==> src/rtl/tms_pkg.sv <==
package tms_pkg;
  localparam int unsigned Q_W = 7;
  localparam int unsigned PCT = 100;
  typedef enum logic [1:0] {ST_P1 = 2'd0, ST_P2 = 2'd1, ST_SCORE = 2'd2} tms_state_e;
endpackage

==> src/rtl/tms_accum.sv <==
module tms_accum #(
  parameter int unsigned PIX_W = 8,
  parameter int unsigned CNT_W = 5,
  localparam int unsigned SM_W = PIX_W + CNT_W
) (
  input  logic             clk_i,
  input  logic             rst_ni,
  input  logic             clr_i,
  input  logic             p1_en_i,
  input  logic             p2_en_i,
  input  logic [PIX_W-1:0] pix_i,
  input  logic             bright_i,
  input  logic             surround_i,
  input  logic [PIX_W-1:0] th_i,
  output logic [SM_W-1:0]  sm_o,
  output logic [CNT_W-1:0] bc_o,
  output logic [CNT_W-1:0] sc_o,
  output logic [CNT_W-1:0] bs_o,
  output logic [CNT_W-1:0] ss_o
);
  logic below;
  assign below = pix_i < th_i;

  always_ff @(posedge clk_i or negedge rst_ni) begin
    if (!rst_ni) begin
      sm_o <= '0; bc_o <= '0; sc_o <= '0; bs_o <= '0; ss_o <= '0;
    end else if (clr_i) begin
      sm_o <= '0; bc_o <= '0; sc_o <= '0; bs_o <= '0; ss_o <= '0;
    end else if (p1_en_i) begin
      if (bright_i) begin
        sm_o <= sm_o + SM_W'(pix_i);
        bc_o <= bc_o + 1'b1;
      end
      if (surround_i) sc_o <= sc_o + 1'b1;
    end else if (p2_en_i) begin
      if (bright_i && below)   bs_o <= bs_o + 1'b1;
      if (surround_i && below) ss_o <= ss_o + 1'b1;
    end
  end
endmodule

==> src/rtl/tms_score.sv <==
module tms_score #(
  parameter int unsigned PIX_W = 8,
  parameter int unsigned CNT_W = 5,
  localparam int unsigned SM_W  = PIX_W + CNT_W,
  localparam int unsigned Q_W   = tms_pkg::Q_W,
  localparam int unsigned NUM_W = CNT_W + 1 + Q_W
) (
  input  logic [SM_W-1:0]  sm_i,
  input  logic [CNT_W-1:0] bc_i,
  input  logic [CNT_W-1:0] sc_i,
  input  logic [CNT_W-1:0] bs_i,
  input  logic [CNT_W-1:0] ss_i,
  input  logic [PIX_W-1:0] bias_i,
  input  logic [Q_W-1:0]   min_q_i,
  output logic [PIX_W-1:0] th_o,
  output logic [Q_W-1:0]   q_o,
  output logic             hit_o
);
  logic [SM_W-1:0]  mean;
  logic [NUM_W-1:0] num, den, quo;

  always_comb begin
    mean = (bc_i == '0) ? '0 : sm_i / SM_W'(bc_i);
    th_o = (mean > SM_W'(bias_i)) ? PIX_W'(mean - SM_W'(bias_i)) : '0;
    num  = (NUM_W'(bs_i) + NUM_W'(ss_i)) * NUM_W'(tms_pkg::PCT);
    den  = NUM_W'(bc_i) + NUM_W'(sc_i);
    quo  = (den == '0) ? '0 : num / den;
    q_o  = Q_W'(quo);
    hit_o = (bc_i != '0) && (q_o >= min_q_i);
  end
endmodule

==> src/rtl/tms_rank.sv <==
module tms_rank #(
  parameter int unsigned ID_W = 16,
  localparam int unsigned Q_W = tms_pkg::Q_W
) (
  input  logic            clk_i,
  input  logic            rst_ni,
  input  logic            clr_i,
  input  logic            upd_i,
  input  logic [Q_W-1:0]  q_i,
  input  logic [ID_W-1:0] id_i,
  output logic            h0_valid_o,
  output logic [Q_W-1:0]  h0_q_o,
  output logic [ID_W-1:0] h0_id_o,
  output logic            h1_valid_o,
  output logic [Q_W-1:0]  h1_q_o,
  output logic [ID_W-1:0] h1_id_o
);
  logic beat0, beat1;
  assign beat0 = !h0_valid_o || (q_i > h0_q_o);
  assign beat1 = !h1_valid_o || (q_i > h1_q_o);

  always_ff @(posedge clk_i or negedge rst_ni) begin
    if (!rst_ni) begin
      h0_valid_o <= 1'b0; h0_q_o <= '0; h0_id_o <= '0;
      h1_valid_o <= 1'b0; h1_q_o <= '0; h1_id_o <= '0;
    end else if (clr_i) begin
      h0_valid_o <= 1'b0; h1_valid_o <= 1'b0;
    end else if (upd_i) begin
      if (beat0) begin
        h1_valid_o <= h0_valid_o; h1_q_o <= h0_q_o; h1_id_o <= h0_id_o;
        h0_valid_o <= 1'b1;       h0_q_o <= q_i;    h0_id_o <= id_i;
      end else if (beat1) begin
        h1_valid_o <= 1'b1;       h1_q_o <= q_i;    h1_id_o <= id_i;
      end
    end
  end
endmodule

==> src/rtl/tmatch_scorer.sv <==
module tmatch_scorer #(
  parameter int unsigned PIX_W  = 8,
  parameter int unsigned NPOS   = 16,
  parameter int unsigned CHIP_W = 4,
  parameter int unsigned TMPL_W = 4,
  parameter int unsigned LOC_W  = 4,
  localparam int unsigned ID_W  = CHIP_W + TMPL_W + 2 * LOC_W,
  localparam int unsigned CNT_W = $clog2(NPOS + 1),
  localparam int unsigned IDX_W = (NPOS > 1) ? $clog2(NPOS) : 1,
  localparam int unsigned SM_W  = PIX_W + CNT_W,
  localparam int unsigned Q_W   = tms_pkg::Q_W
) (
  input  logic              clk_i,
  input  logic              rst_ni,
  input  logic              task_start_i,
  input  logic [CHIP_W-1:0] chip_id_i,
  input  logic [PIX_W-1:0]  bias_i,
  input  logic [Q_W-1:0]    min_q_i,
  input  logic              s_valid_i,
  output logic              s_ready_o,
  input  logic [PIX_W-1:0]  pix_i,
  input  logic              bright_i,
  input  logic              surround_i,
  input  logic [TMPL_W-1:0] tmpl_id_i,
  input  logic [LOC_W-1:0]  pos_row_i,
  input  logic [LOC_W-1:0]  pos_col_i,
  input  logic              last_i,
  output logic              hit0_valid_o,
  output logic [Q_W-1:0]    hit0_q_o,
  output logic [ID_W-1:0]   hit0_id_o,
  output logic              hit1_valid_o,
  output logic [Q_W-1:0]    hit1_q_o,
  output logic [ID_W-1:0]   hit1_id_o,
  output logic              done_o
);
  import tms_pkg::*;

  tms_state_e state_q;
  logic [IDX_W-1:0] idx_q;
  logic [CHIP_W-1:0] chip_q;
  logic [ID_W-CHIP_W-1:0] tag_q;
  logic last_q;
  logic acc, end_pass;
  logic [SM_W-1:0] sm;
  logic [CNT_W-1:0] bc, sc, bs, ss;
  logic [PIX_W-1:0] th;
  logic [Q_W-1:0] q;
  logic hit;

  assign s_ready_o = (state_q != ST_SCORE);
  assign acc       = s_valid_i && s_ready_o;
  assign end_pass  = acc && (idx_q == IDX_W'(NPOS - 1));

  always_ff @(posedge clk_i or negedge rst_ni) begin
    if (!rst_ni) begin
      state_q <= ST_P1;
      idx_q   <= '0;
      chip_q  <= '0;
      tag_q   <= '0;
      last_q  <= 1'b0;
      done_o  <= 1'b0;
    end else begin
      done_o <= (state_q == ST_SCORE) && last_q;
      if (task_start_i) chip_q <= chip_id_i;
      if (acc && state_q == ST_P1 && idx_q == '0) begin
        tag_q  <= {tmpl_id_i, pos_row_i, pos_col_i};
        last_q <= last_i;
      end
      if (acc) idx_q <= end_pass ? '0 : idx_q + 1'b1;
      unique case (state_q)
        ST_P1:    if (end_pass) state_q <= ST_P2;
        ST_P2:    if (end_pass) state_q <= ST_SCORE;
        default:  state_q <= ST_P1;
      endcase
    end
  end

  tms_accum #(.PIX_W(PIX_W), .CNT_W(CNT_W)) u_accum (
    .clk_i, .rst_ni,
    .clr_i     (state_q == ST_SCORE),
    .p1_en_i   (acc && state_q == ST_P1),
    .p2_en_i   (acc && state_q == ST_P2),
    .pix_i, .bright_i, .surround_i,
    .th_i      (th),
    .sm_o (sm), .bc_o (bc), .sc_o (sc), .bs_o (bs), .ss_o (ss)
  );

  tms_score #(.PIX_W(PIX_W), .CNT_W(CNT_W)) u_score (
    .sm_i (sm), .bc_i (bc), .sc_i (sc), .bs_i (bs), .ss_i (ss),
    .bias_i, .min_q_i,
    .th_o (th), .q_o (q), .hit_o (hit)
  );

  tms_rank #(.ID_W(ID_W)) u_rank (
    .clk_i, .rst_ni,
    .clr_i      (task_start_i),
    .upd_i      (state_q == ST_SCORE && hit),
    .q_i        (q),
    .id_i       ({chip_q, tag_q}),
    .h0_valid_o (hit0_valid_o), .h0_q_o (hit0_q_o), .h0_id_o (hit0_id_o),
    .h1_valid_o (hit1_valid_o), .h1_q_o (hit1_q_o), .h1_id_o (hit1_id_o)
  );
endmodule

==> config.mk <==
export PLATFORM = sky130hd
export DESIGN_NAME = tmatch_scorer
export DESIGN_NICKNAME = d
export VERILOG_FILES = /design/src/rtl/tms_pkg.sv /design/src/rtl/tms_accum.sv /design/src/rtl/tms_score.sv /design/src/rtl/tms_rank.sv /design/src/rtl/tmatch_scorer.sv
export SDC_FILE = /design/constraint.sdc
export NUM_CORES = 1
export LEC_CHECK = 0
export BUFFER_PORTS_ARGS = -buffer_cell sky130_fd_sc_hd__buf_2
export CORE_ASPECT_RATIO = 0.8
export CORE_MARGIN = 2
export CORE_UTILIZATION = 60
export CTS_BUF_LIST = sky130_fd_sc_hd__clkbuf_4
export DETAILED_ROUTE_END_ITERATION = 10
export PLACE_DENSITY = 0.77
export SLEW_MARGIN = 15
export SYNTH_ARGS = -nofsm -noshare
export SYNTH_HDL_FRONTEND = slang
export SYNTH_SLANG_ARGS = --single-unit
==> constraint.sdc <==
create_clock -name clk_i -period 42.6 [get_ports clk_i]
set_input_delay 2.13 -clock clk_i [delete_from_list [all_inputs] [get_ports clk_i]]
set_output_delay 2.13 -clock clk_i [all_outputs]
set_load 0.01 [all_outputs]
Yosys cells after proc, flatten, opt, wreduce, memory -nomap -nowiden
Index checks and enable logic that the tools add are counted.
Cells by class
  $add $sub $neg: 9
  multiply operators: 1
  div/mod/pow operators: 2
  order comparisons: 5
  equal/unequal tests: 7
  muxes and demuxes: 35
  bitwise logic cells: 1
  reduce and logical (&&, ||, !) cells: 38
Operators by type and width (count)
  5-bit two-way mux: 14
  13-bit two-way mux: 4
  16-bit two-way mux: 2
  7-bit two-way mux: 3
  5-bit by 1-bit adder with 5-bit output (second input constant): 4
  2-bit nonzero test: 9
  7-bit > comparator: 2
  13-bit by 8-bit adder with 13-bit output: 1
  13-bit by 13-bit divider with 13-bit output: 1
  13-bit by 5-bit divider with 13-bit output: 1
  13-bit by 8-bit > comparator with 1-bit output: 1
  13-bit logical NOT: 1
  13-bit by 5-bit multiplier with 11-bit output (second input constant): 1
  5-bit by 5-bit adder with 6-bit output: 2
  3-bit AND reduction: 4
  1-bit logical AND: 10
  2-bit AND reduction: 5
  8-bit less-than comparator: 1
  8-bit two-way mux: 1
  8-bit subtractor: 1
  7-bit greater-or-equal comparator: 1
  1-bit two-way mux: 7
  2-bit != test (second input constant): 3
  5-bit logical NOT: 1
  other kinds (15): 18
Word-level totals
  bits in registers: 105
  bits of input ports: 46
  output and inout bits: 50
  word-level logic and storage cells: 115

Logic depth before layout (Yosys ltp)
Gate-level depths: netlist of run 1.
  depth after elaboration: 10
  gate-level depth with buffers: 168
  mapped depth without buffers: 156

Modules after synthesis
Synthesis of run 1 repeated with hierarchy kept, for this count alone.
Unflattened totals
  cell total of the unflattened synthesis: 1808
  area total of the unflattened synthesis: 14931.8 um^2
Modules (own cells, without submodules)
  tms_score: instances 1, cells an instance 1302, area each 9376.5 um^2, seq. area each 0.0 um^2
  tms_rank: instances 1, cells an instance 191, area each 2309.7 um^2, seq. area each 1201.2 um^2
  tms_accum: instances 1, cells an instance 245, area each 2194.6 um^2, seq. area each 825.8 um^2
  tmatch_scorer: instances 1, cells an instance 70, area each 1051.0 um^2, seq. area each 600.6 um^2

Worst setup path after synthesis of run 1
Ideal clock, no wire load.
  kind: register to register
  start: reg u_accum.bs_o[0]
  end: reg u_rank.h0_id_o[10]
  library setup time: 0.125 ns
  arrival time: 30.976 ns
  data required time: 42.475 ns
  slack: 11.499 ns
  cell stages (with the launch flop): 161
  path buffers: 12
  period minus slack after synthesis: 31.101 ns
  cells stage by stage: dfrtp_1 ha_1 fa_1 xnor2_1 inv_1 clkbuf_1 ha_1 ha_1 ha_1 inv_1 fa_1 nand2b_1 a21oi_1 a21o_1 a21oi_1 xnor2_1 ha_1 nor2b_1 [... 125 more ...] nor2_1 and4_4 or2_1 ha_1 nand2b_1 a21o_1 a21o_1 a21oi_1 nor2b_1 o21ai_0 nand2b_1 a21oi_1 or3_1 clkbuf_1 or3_1 clkbuf_1 clkbuf_1 mux2_2
Between the ends
  cells in the longest elaborated chain, start to end: 8
  elaborated cells on any way between the ends: 10
  classes of those cells: add/sub: 1; mul: 1; div: 1; order compare: 2; mux: 1; reduce/logical: 4
RTL lines
  start: declaration: line tms_accum.sv:18  | output logic [CNT_W-1:0] bs_o,
  start signal: assignment: line tms_accum.sv:36  | if (bright_i && below) bs_o <= bs_o + 1'b1;
  5-bit by 5-bit adder with 6-bit output *: line tms_score.sv:25  | num = (NUM_W'(bs_i) + NUM_W'(ss_i)) * NUM_W'(tms_pkg::PCT);
  13-bit by 5-bit multiplier with 11-bit output *: line tms_score.sv:25
  13-bit by 13-bit divider with 13-bit output *: line tms_score.sv:27  | quo = (den == '0) ? '0 : num / den;
  7-bit two-way mux *: line tms_score.sv:27
  7-bit greater-or-equal comparator: line tms_score.sv:29  | hit_o = (bc_i != '0) && (q_o >= min_q_i);
  1-bit logical AND: line tms_score.sv:29
  1-bit logical AND: line tmatch_scorer.sv:97  | .upd_i (state_q == ST_SCORE && hit),
  3-bit AND reduction (no source line) *
  end signal: assignment: line tms_rank.sv:24  | h0_valid_o <= 1'b0; h0_q_o <= '0; h0_id_o <= '0;
  end signal: assignment: line tms_rank.sv:31  | h0_valid_o <= 1'b1; h0_q_o <= q_i; h0_id_o <= id_i;
  end: declaration: line tms_rank.sv:13  | output logic [ID_W-1:0] h0_id_o,
Every way passes the cells marked *; elsewhere a longest branch is shown, timed or not.
A chain may end at the register's enable or synchronous reset.

Worst setup path in the final report of run 1
  start: reg u_accum.bs_o[0]
  end: reg u_rank.h0_id_o[5]
The elaborated chain is that of the path after synthesis.

==> results of run 1 <==
## layout make-up
cell class / count / area (um2) / share of cell area
tap: 318 / 397.9 / 0.02562
timing repair buffer: 108 / 575.6 / 0.03707
inverter: 72 / 270.3 / 0.01741
multi-input combinational: 1537 / 11510 / 0.7410
sequential: 105 / 2628 / 0.1692
clock inverter: 7 / 80.08 / 0.005157
antenna: 1 / 2.502 / 0.0001612
clock buffer: 9 / 67.56 / 0.004351
## synth_stat cells, types with 28 or more instances
library cell	count
sky130_fd_sc_hd__nand2_1	122
sky130_fd_sc_hd__a21oi_1	123
sky130_fd_sc_hd__nor2_1	170
sky130_fd_sc_hd__a21o_1	43
sky130_fd_sc_hd__dfrtp_1	105
sky130_fd_sc_hd__mux2i_1	45
sky130_fd_sc_hd__o21ai_0	83
sky130_fd_sc_hd__xor2_1	48
sky130_fd_sc_hd__o21a_1	62
sky130_fd_sc_hd__clkbuf_1	43
sky130_fd_sc_hd__nand4_1	28
sky130_fd_sc_hd__ha_1	206
sky130_fd_sc_hd__inv_1	72
sky130_fd_sc_hd__mux2_2	60
sky130_fd_sc_hd__nor2b_1	31
sky130_fd_sc_hd__nand3_1	40
sky130_fd_sc_hd__o31ai_1	35
sky130_fd_sc_hd__nor3_1	66
sky130_fd_sc_hd__xnor2_1	63
sky130_fd_sc_hd__nand2b_1	39
## registers in the layout, indices dropped and copies added, names as in the netlist, 2 cells and up
name	count
u_rank.h0_id_o	16
u_rank.h1_id_o	16
u_accum.sm_o	13
tag_q	12
u_rank.h0_q_o	7
u_rank.h1_q_o	7
u_accum.bc_o	5
u_accum.bs_o	5
u_accum.sc_o	5
u_accum.ss_o	5
chip_q	4
idx_q	4
state_q	2
## worst max-delay path, delay by kind of cell, from the launching register on
family / cells / cell delay, ps
buffers and inverters: 6 / 1260
AO/OA/AOI/OAI: 71 / 14790
multiplexers: 7 / 2460
adder cells (fa/ha/maj): 20 / 6300
XOR/XNOR: 6 / 1150
AND/OR/NAND/NOR: 43 / 8400
flip-flops: 1 / 460
## cells by family (layout without fill, tap and decap cells)
group,count (synthesis),count (layout)
AND/OR/NAND/NOR,617,617
buffers and inverters,131,196
multiplexers,115,115
flip-flops,105,105
adder cells (fa/ha/maj),212,212
XOR/XNOR,112,112
other,0,1
AO/OA/AOI/OAI,481,481
## final timing paths
check,from,endpoint,slack (ps)
hold / removal,state_q[1]$_DFFE_PN0P_,state_q[0]$_DFFE_PN0P_,460
setup / recovery,u_accum.bs_o[0]$_DFFE_PN0P_,u_rank.h0_id_o[5]$_DFFE_PN0P_,7630
max in group asynchronous,rst_ni,state_q[1]$_DFFE_PN0P_,39770
min in group asynchronous,rst_ni,u_rank.h1_id_o[10]$_DFFE_PN0P_,1620
hold reg to reg,state_q[1]$_DFFE_PN0P_,state_q[0]$_DFFE_PN0P_,460
setup reg to reg,u_accum.bs_o[0]$_DFFE_PN0P_,u_rank.h0_id_o[5]$_DFFE_PN0P_,7630
## through the flow
stage	util	worst slack [ps]	instance area (um2)	hold slack, ps
finish	0.6420	7626	15530	463.4
global route	0.6419	4422	15520	476.7
floorplan	-	11500	14640	431.3
CTS	0.6419	8103	15520	465.4
global placement	0.6358	9540	15380	453.0
detailed placement	0.6358	8213	15380	468.0
## metal layers
layer  up-vias  track usage
li1       6675            -
met1      6400       0.4230
met2       483       0.4658
met3        39      0.05899
met4         0      0.04707
met5         -            0
==> impl_results.md, run 1 <==
- Outcome: finished, final reports clean
- Post-synthesis sequential element count: 105
- Basic-gate share of the synthesized area counting and, or, nand and nor cells: 0.2150
- Req. time, crit path: 42980 ps
- Post-Synthesis Net Count: 2031
- Max Cap Viol: 0
- Highest clock frequency the design can meet: 0.02859 GHz
- Setup TNS after final layout: 0 ps
- Critical path endpoint category: register
- Adder-cell share of the synthesized area: 0.1842
- Number of buffers on the longest clock path: 2
- TritonCTS clock tree: done
- Number of enable-type register cells in the synthesized netlist: 0
- Relative slew slack: 0.3407
- Post-synthesis average cell area: 8.259 um2
- Total routing usage reported by global routing: 0.2948
- Number of cells on the worst hold path: 1
- Biggest cell delay along the critical path: 790 ps
- Cell count of the worst reg-to-reg path: 153
- Die outline width: 178.7 um
- Number of placed instances, taps included: 2140
- I/O pin total: 96
- Final HPWL DP: 29740 um
- Count of final max-slew check failures: 0
- Layout fillers: 2057
- Post_cts resized: 0
- Total of endpoints with negative setup slack in the final report: 0
- Multiplexer fraction of the synthesized cell area: 0.08783
- CP startpoint kind: register
- Clock latency reported for the late side of the worst-skew pair: 490 ps
- Leading cell types in the layout, fill and taps excluded: sky130_fd_sc_hd__ha_1, sky130_fd_sc_hd__nor2_1, sky130_fd_sc_hd__a21oi_1
- Unrepaired setup endpoints after global routing: false
- Fraction of layout cells with a size suffix above 1: 0.1360
- Most frequent standard cell in the layout excluding fill and tap cells: sky130_fd_sc_hd__ha_1
- Synth area leaders: sky130_fd_sc_hd__dfrtp_1, sky130_fd_sc_hd__ha_1, sky130_fd_sc_hd__mux2_2
- HP Class: register to register
- Number of nets in the finished design: 2091
- Sink count of the clock tree: 105
- Cell with the largest stage delay on the worst path: sky130_fd_sc_hd__a21oi_1
- Number of detailed-routing iterations run before antenna repair: 5
- Met1 routed wirelength after detailed routing: 17810 um
- Clock edge transition at the registers on the reported setup and hold paths: 190 ps
- Number of cells in the finished layout apart from fillers: 2157
- Total standard cell area after synthesis: 14640 um2
- Vert. Die Dim: 143.7 um
- Initial core utilization: 0.6055
- Number of design-rule violations left by the first detailed-router iteration: 1110
- Final Wtd Congestion: 0.9467
- DIE AREA: 25680 um2
- Most frequently used flop master after synthesis: sky130_fd_sc_hd__dfrtp_1
- Largest net degree at the start of global routing: 58
- WL per Instance: 17.39 um
- Warnings, synthesis: 0
- Complex-gate fraction of the synthesized area: 0.2293
- Number of buffers inserted by post-CTS setup repair: 0
- Total detailed-routing wirelength: 37510 um
- CTS Buf Count: 9
- Global-route wire length before repair: 62020 um
- Top cell by count, worst path: sky130_fd_sc_hd__a21oi_1
- Wire length on met2: 16540 um
- Vias after detailed routing: 13597
- Yosys top cell area share: 0.1794
- Top layer in use: met4
- Fraction of registers with async set or reset after synthesis: 1.000
- Layout overhead on the synthesized area: 6.032%
- Post-route ant nets: 0
- Global route total overflow: 0
- Xor-xnor portion of the synthesized cell area: 0.06750
- Count of different cell masters after synthesis: 112
- Final period demand of the worst path: 34970 ps
- DRC violation count after routing: 0
- Port Buffers: 95
- Worst EP arrival: 35350 ps
- Placeable core region: 24180 um2
- Post-route clock skew: 33.10 ps
- Combinational family with the most area after synthesis: compound AO/OA/AOI/OAI gates
- Register area share after synthesis: 0.1794
- Type of the worst setup path: register to register
- CTS hold repair buffers: 0
- Library cell occupying the most area in the post-synthesis netlist: sky130_fd_sc_hd__dfrtp_1
- Via count of the first global-routing pass: 12658
- Transition time at the pin with the least slew margin: 988.9 ps
- Total met3 wirelength after detailed routing: 2793 um
- Num rows: 51
- Crit share post-route: 0.8210
- Number of antenna violations at the first check in global routing: 1
- Number of H-tree levels: 3
- Final-report hold violation count: 0
- Number of cells produced by synthesis: 1773
- Vias/cell: 6.304
- Worst-path maximum fanout: 26
- CTS root buf: sky130_fd_sc_hd__clkbuf_4
Power of run 1 is left out: the tool's default activity adds up to more than one toggle a clock period on the data nets, which glitch-free logic cannot reach.
==> run 2, diff against run 1 <==
- ABC_AREA: unset -> 1
- clock period: 42.6 -> 32.8 ns (I/O delays scaled with it)
==> impl_results.md, run 2 <==
- Outcome: finished, final reports clean
- Port Buffers: 95
- Most frequent standard cell in the layout excluding fill and tap cells: sky130_fd_sc_hd__nand2_1
- Cell count of the worst reg-to-reg path: 170
- Endpoint of the worst register-to-register path: u_rank.h1_q_o[3]$_DFFE_PN0P_
- Total of endpoints with negative setup slack in the final report: 0
- Crit share post-route: 0.8668
- Number of enable-type register cells in the synthesized netlist: 0
- I/O pin total: 96
- Post-synthesis average cell area: 6.650 um2
- Setup crit end: u_rank.h1_q_o[3]$_DFFE_PN0P_
- Relative slew slack: 0.2926
- Number of detailed-routing iterations run before antenna repair: 6
- Most frequently used flop master after synthesis: sky130_fd_sc_hd__dfrtp_1
- Yosys top cell area share: 0.1841
- Area of the multi-input gates: 10150 um2
- CTS root buf: sky130_fd_sc_hd__clkbuf_4
- WL per Instance: 13.78 um
- Top cell by count, worst path: sky130_fd_sc_hd__nand2_1
- Transition time at the pin with the least slew margin: 1047 ps
- Wire length on met2: 15600 um
- Clock edge transition at the registers on the reported setup and hold paths: 170 ps
- Number of cells produced by synthesis: 2146
- Placeable core region: 23400 um2
- Library cell occupying the most area in the post-synthesis netlist: sky130_fd_sc_hd__dfrtp_1
- Register area: 2628 um2
- Post-route ant nets: 0
- Number of nets in the finished design: 2475
- Antenna diodes: 0
- Top layer in use: met5
- Via count of the first global-routing pass: 12722
- Biggest cell delay along the critical path: 740 ps
- Clock latency reported for the late side of the worst-skew pair: 460 ps
- TritonCTS clock tree: done
- Global-route wire length before repair: 58820 um
- CTS hold repair buffers: 0
- Worst R2R Setup Slack: 4370 ps
- Final Wtd Congestion: 0.9053
- Max Cap Viol: 0
- Commonest cells in the netlist: sky130_fd_sc_hd__nand2_1, sky130_fd_sc_hd__inv_1, sky130_fd_sc_hd__ha_1, sky130_fd_sc_hd__o21ai_0, sky130_fd_sc_hd__nor2_1
- Die outline width: 176.4 um
- CTS Buf Count: 9
- Unrepaired setup endpoints after global routing: false
- Final-report hold violation count: 0
- Number of buffers on the longest clock path: 2
- Critical path endpoint category: register
- Largest net degree at the start of global routing: 63
- Sink count of the clock tree: 105
- Leading cell types in the layout, fill and taps excluded: sky130_fd_sc_hd__nand2_1, sky130_fd_sc_hd__inv_1, sky130_fd_sc_hd__o21ai_0, sky130_fd_sc_hd__ha_1, sky130_fd_sc_hd__nor2_1
- Global route total overflow: 0
- Fraction of registers with async set or reset after synthesis: 1.000
- HP Class: register to register
- Layout fillers: 2128
- Count of final max-slew check failures: 0
- Num rows: 50
- Number of H-tree levels: 3
- Library cell with the highest instance count after synthesis: sky130_fd_sc_hd__nand2_1
- Vert. Die Dim: 141.9 um
- Fin util: 0.6466
- Req. time, crit path: 33170 ps
- Timing startpoint of the critical path: u_accum.ss_o[0]$_DFFE_PN0P_
- Total detailed-routing wirelength: 34900 um
- Vias after detailed routing: 13816
- Number of buffers inserted by post-CTS setup repair: 0
- DRC violation count after routing: 0
- Post_cts resized: 0
- Cell with the largest stage delay on the worst path: sky130_fd_sc_hd__clkinv_1
- Warnings, synthesis: 0
- Highest clock frequency the design can meet: 0.03517 GHz
- Register area share after synthesis: 0.1841
- Layout overhead on the synthesized area: 6.024%
- Setup TNS after final layout: 0 ps
- Met1 routed wirelength after detailed routing: 16830 um
- Worst-path maximum fanout: 42
- Worst EP arrival: 28800 ps
- Post-synthesis sequential element count: 105
- Number of design-rule violations left by the first detailed-router iteration: 928
- Fraction of layout cells with a size suffix above 1: 0.1067
- Post-Synthesis Net Count: 2404
- Post-route clock skew: 27.99 ps
- Initial core utilization: 0.6099
- Total routing usage reported by global routing: 0.2809
- CP startpoint kind: register
- Total standard cell area after synthesis: 14270 um2
- Final period demand of the worst path: 28430 ps
- Final HPWL DP: 27950 um
- R2r startpoint: u_accum.ss_o[0]$_DFFE_PN0P_
- Synth area leaders: sky130_fd_sc_hd__dfrtp_1, sky130_fd_sc_hd__ha_1, sky130_fd_sc_hd__nand2_1
- DIE AREA: 25040 um2
- Number of antenna violations at the first check in global routing: 1
- Vias/cell: 5.454
- Total met3 wirelength after detailed routing: 1898 um
- Biggest regs: u_rank.h0_id_o (16), u_rank.h1_id_o (16), u_accum.sm_o (13)
- Count of different cell masters after synthesis: 63
- Type of the worst setup path: register to register
-- run 2: cell types whose count changed in the layout (fill, tap and decap cells not counted), sizes merged, moves of 39 or more --
cell / delta
nand2b: -39
nand3: +66
mux2i: -51
nand2: +382
o21ai: +132
inv: +267
nor2: +41
o21a: -54
mux2: -63
-- run 2: final cells by class --
class,instances,area share
repair buffers,101,0.03457
multi-input cells,1656,0.6706
well taps,312,0.02580
clock inverters,6,0.005541
clock buffers,9,0.004466
flip-flops and latches,105,0.1737
inverters,344,0.08535
-- run 2: per-stage QoR --
step	std cells	cell area (um2)	hold slack, ps	worst slack (ps)
floorplan	2146	14270	460.0	9051
detailed placement	2518	14980	476.3	4446
global route	2533	15130	534.4	1065
CTS	2533	15130	512.4	4275
finish	2533	15130	511.7	4368
global placement	2518	14980	467.4	5616
-- run 2: worst min-delay path by stage --
| stage | startpoint | to | cells past startpoint | slack (ps) |
|---|---|---|---|---|
| floorplan | u_accum.sm_o[12]$_DFFE_PN0P_ | u_accum.sm_o[12]$_DFFE_PN0P_ | 1 | 460 |
| global placement | u_rank.h1_id_o[3]$_DFFE_PN0P_ | u_rank.h1_id_o[3]$_DFFE_PN0P_ | 2 | 470 |
| detailed placement | u_rank.h1_id_o[2]$_DFFE_PN0P_ | u_rank.h1_id_o[2]$_DFFE_PN0P_ | 2 | 480 |
| CTS | u_rank.h1_id_o[13]$_DFFE_PN0P_ | u_rank.h1_id_o[13]$_DFFE_PN0P_ | 2 | 510 |
| global route | u_rank.h1_id_o[9]$_DFFE_PN0P_ | u_rank.h1_id_o[9]$_DFFE_PN0P_ | 2 | 530 |
| finish | u_rank.h1_id_o[13]$_DFFE_PN0P_ | u_rank.h1_id_o[13]$_DFFE_PN0P_ | 2 | 510 |
-- run 2: metal layers --
metal	vias to the layer above	global-route usage
met5	-	0
met4	2	0.06351
met3	42	0.03285
met2	358	0.4644
met1	6253	0.3953
li1	7161	-
-- run 2: cells by family after synthesis --
kind of cell / Yosys count / synth area share
and+or+nand+nor: 912 / 0.2903
muxes: 1 / 0.0007015
adders and majority gates: 212 / 0.1890
AOI/OAI and AO/OA: 432 / 0.1695
DFF: 105 / 0.1841
xor gates and xnor gates: 99 / 0.06129
buffers and inverters: 385 / 0.1050
-- run 2: worst max-delay path, delay by kind of cell, from the launching register on --
kind	cells	cell delay, ps
fa+ha+maj	20	6490
simple gates	83	11070
xor+xnor	6	1270
buf+inv	21	2170
compound gates	40	6920
flops	1	450
Power of run 2 is left out for the same reason.
==> run 3, diff against run 2 <==
- CTS_BUF_LIST: sky130_fd_sc_hd__clkbuf_4 -> sky130_fd_sc_hd__clkbuf_2 sky130_fd_sc_hd__clkbuf_4 sky130_fd_sc_hd__clkbuf_8
==> impl_results.md, run 3 (same netlist as run 2, synthesis figures left out) <==
- Via count of the first global-routing pass: 12720
- Final-report hold violation count: 0
- Post_cts resized: 0
- Req. time, crit path: 33080 ps
- Final period demand of the worst path: 28470 ps
- Final HPWL DP: 27950 um
- Number of antenna violations at the first check in global routing: 1
- DIE AREA: 25040 um2
- Worst Min Path Start: u_rank.h1_id_o[13]$_DFFE_PN0P_
- Placeable core region: 23400 um2
- Unrepaired setup endpoints after global routing: false
- Num rows: 50
- Vias/cell: 5.439
- Timing startpoint of the critical path: u_accum.ss_o[0]$_DFFE_PN0P_
- CTS root buf: sky130_fd_sc_hd__clkbuf_8
- Number of H-tree levels: 3
- Layout fillers: 2122
- Global-route wire length before repair: 59020 um
- Top cell by count, worst path: sky130_fd_sc_hd__nand2_1
- Worst hold margin: 497.2 ps
- Global route total overflow: 0
- Critical path endpoint category: register
- Setup TNS after final layout: 0 ps
- Antenna diodes: 0
- Transition time at the pin with the least slew margin: 1042 ps
- CP startpoint kind: register
- Worst-path maximum fanout: 42
- Number of buffers inserted by post-CTS setup repair: 0
- Biggest regs: u_rank.h0_id_o (16), u_rank.h1_id_o (16), u_accum.sm_o (13)
- Post-route clock skew: 16.07 ps
- Total routing usage reported by global routing: 0.2828
- Type of the worst setup path: register to register
- Relative slew slack: 0.2963
- DRC violation count after routing: 0
- Largest net degree at the start of global routing: 63
- Total detailed-routing wirelength: 34990 um
- TritonCTS clock tree: done
- Layout overhead on the synthesized area: 6.418%
- Leading cell types in the layout, fill and taps excluded: sky130_fd_sc_hd__nand2_1, sky130_fd_sc_hd__inv_1, sky130_fd_sc_hd__o21ai_0, sky130_fd_sc_hd__ha_1, sky130_fd_sc_hd__nor2_1
- Sink count of the clock tree: 105
- Number of design-rule violations left by the first detailed-router iteration: 1018
- Biggest cell delay along the critical path: 740 ps
- Port Buffers: 95
- CTS hold repair buffers: 0
- Crit share post-route: 0.8681
- Number of nets in the finished design: 2475
- Clock latency reported for the late side of the worst-skew pair: 380 ps
- Initial core utilization: 0.6099
- CTS Buf Count: 9
- Most frequent standard cell in the layout excluding fill and tap cells: sky130_fd_sc_hd__nand2_1
- R2r startpoint: u_accum.ss_o[0]$_DFFE_PN0P_
- Post-route ant nets: 0
- Vert. Die Dim: 141.9 um
- Max Cap Viol: 0
- I/O pin total: 96
- Highest clock frequency the design can meet: 0.03512 GHz
- Worst EP arrival: 28760 ps
- Cell with the largest stage delay on the worst path: sky130_fd_sc_hd__clkinv_1
- Fin util: 0.6490
- WL per Instance: 13.81 um
- Count of final max-slew check failures: 0
- Vias after detailed routing: 13777
- Outcome: finished, final reports clean
- Clock edge transition at the registers on the reported setup and hold paths: 100 ps
- HP Class: register to register
- Number of buffers on the longest clock path: 2
- Total of endpoints with negative setup slack in the final report: 0
- Die outline width: 176.4 um
- Number of detailed-routing iterations run before antenna repair: 6
- Final Wtd Congestion: 0.9053
- Fraction of layout cells with a size suffix above 1: 0.1067
==> run 3: cell counts in the layout (fill, tap and decap cells not counted) <==
Identical to the previous run, type by type.
==> run 3: worst max-delay path, delay by kind of cell (launching register included) <==
kind	cells	cell delay [ps]
xor gates and xnor gates	6	1260
AOI/OAI and AO/OA	39	6910
buffers and inverters	21	2160
DFF	1	430
adders and majority gates	20	6530
and+or+nand+nor	83	11050
==> run 3: final cells by class <==
type	count	area, um2	share of cell area
multi-input combinational	1656	10150	0.6681
sequential	105	2628	0.1730
inverter	344	1291	0.08503
timing repair buffer	101	523.0	0.03444
tap	312	390.4	0.02571
clock buffer	9	123.9	0.008157
clock inverter	6	83.83	0.005520
==> run 3: stage by stage <==
step	instance area [um2]	std cells	setup slack (ps)
finish	15190	2533	4326
global route	15190	2533	1061
CTS	15180	2533	4263
detailed placement	14980	2518	4446
global placement	14980	2518	5616
floorplan	14270	2146	9051
==> run 3: final timing paths <==
path                                             endpoint  slack [ps]  cells after the start
max                          u_rank.h1_q_o[1]$_DFFE_PN0P_        4330                    169
min                        u_rank.h1_id_o[13]$_DFFE_PN0P_         500                      2
max reg2reg                  u_rank.h1_q_o[1]$_DFFE_PN0P_        4330                    169
min reg2reg                u_rank.h1_id_o[13]$_DFFE_PN0P_         500                      2
max in group asynchronous     u_accum.bc_o[0]$_DFFE_PN0P_       30360                      2
min in group asynchronous  u_rank.h0_id_o[12]$_DFFE_PN0P_        1250                      1
==> run 3: layer usage <==
layer  wire length (um)  up-vias  track usage  share of wire
met5                 13        -            0        0.00037
met4                548        2      0.07090          0.016
met3               2046       38      0.03419          0.058
met2              15610      368       0.4646           0.45
met1              16770     6213       0.3970           0.48
li1                   -     7156            -              -
Power of run 3 is left out for the same reason.
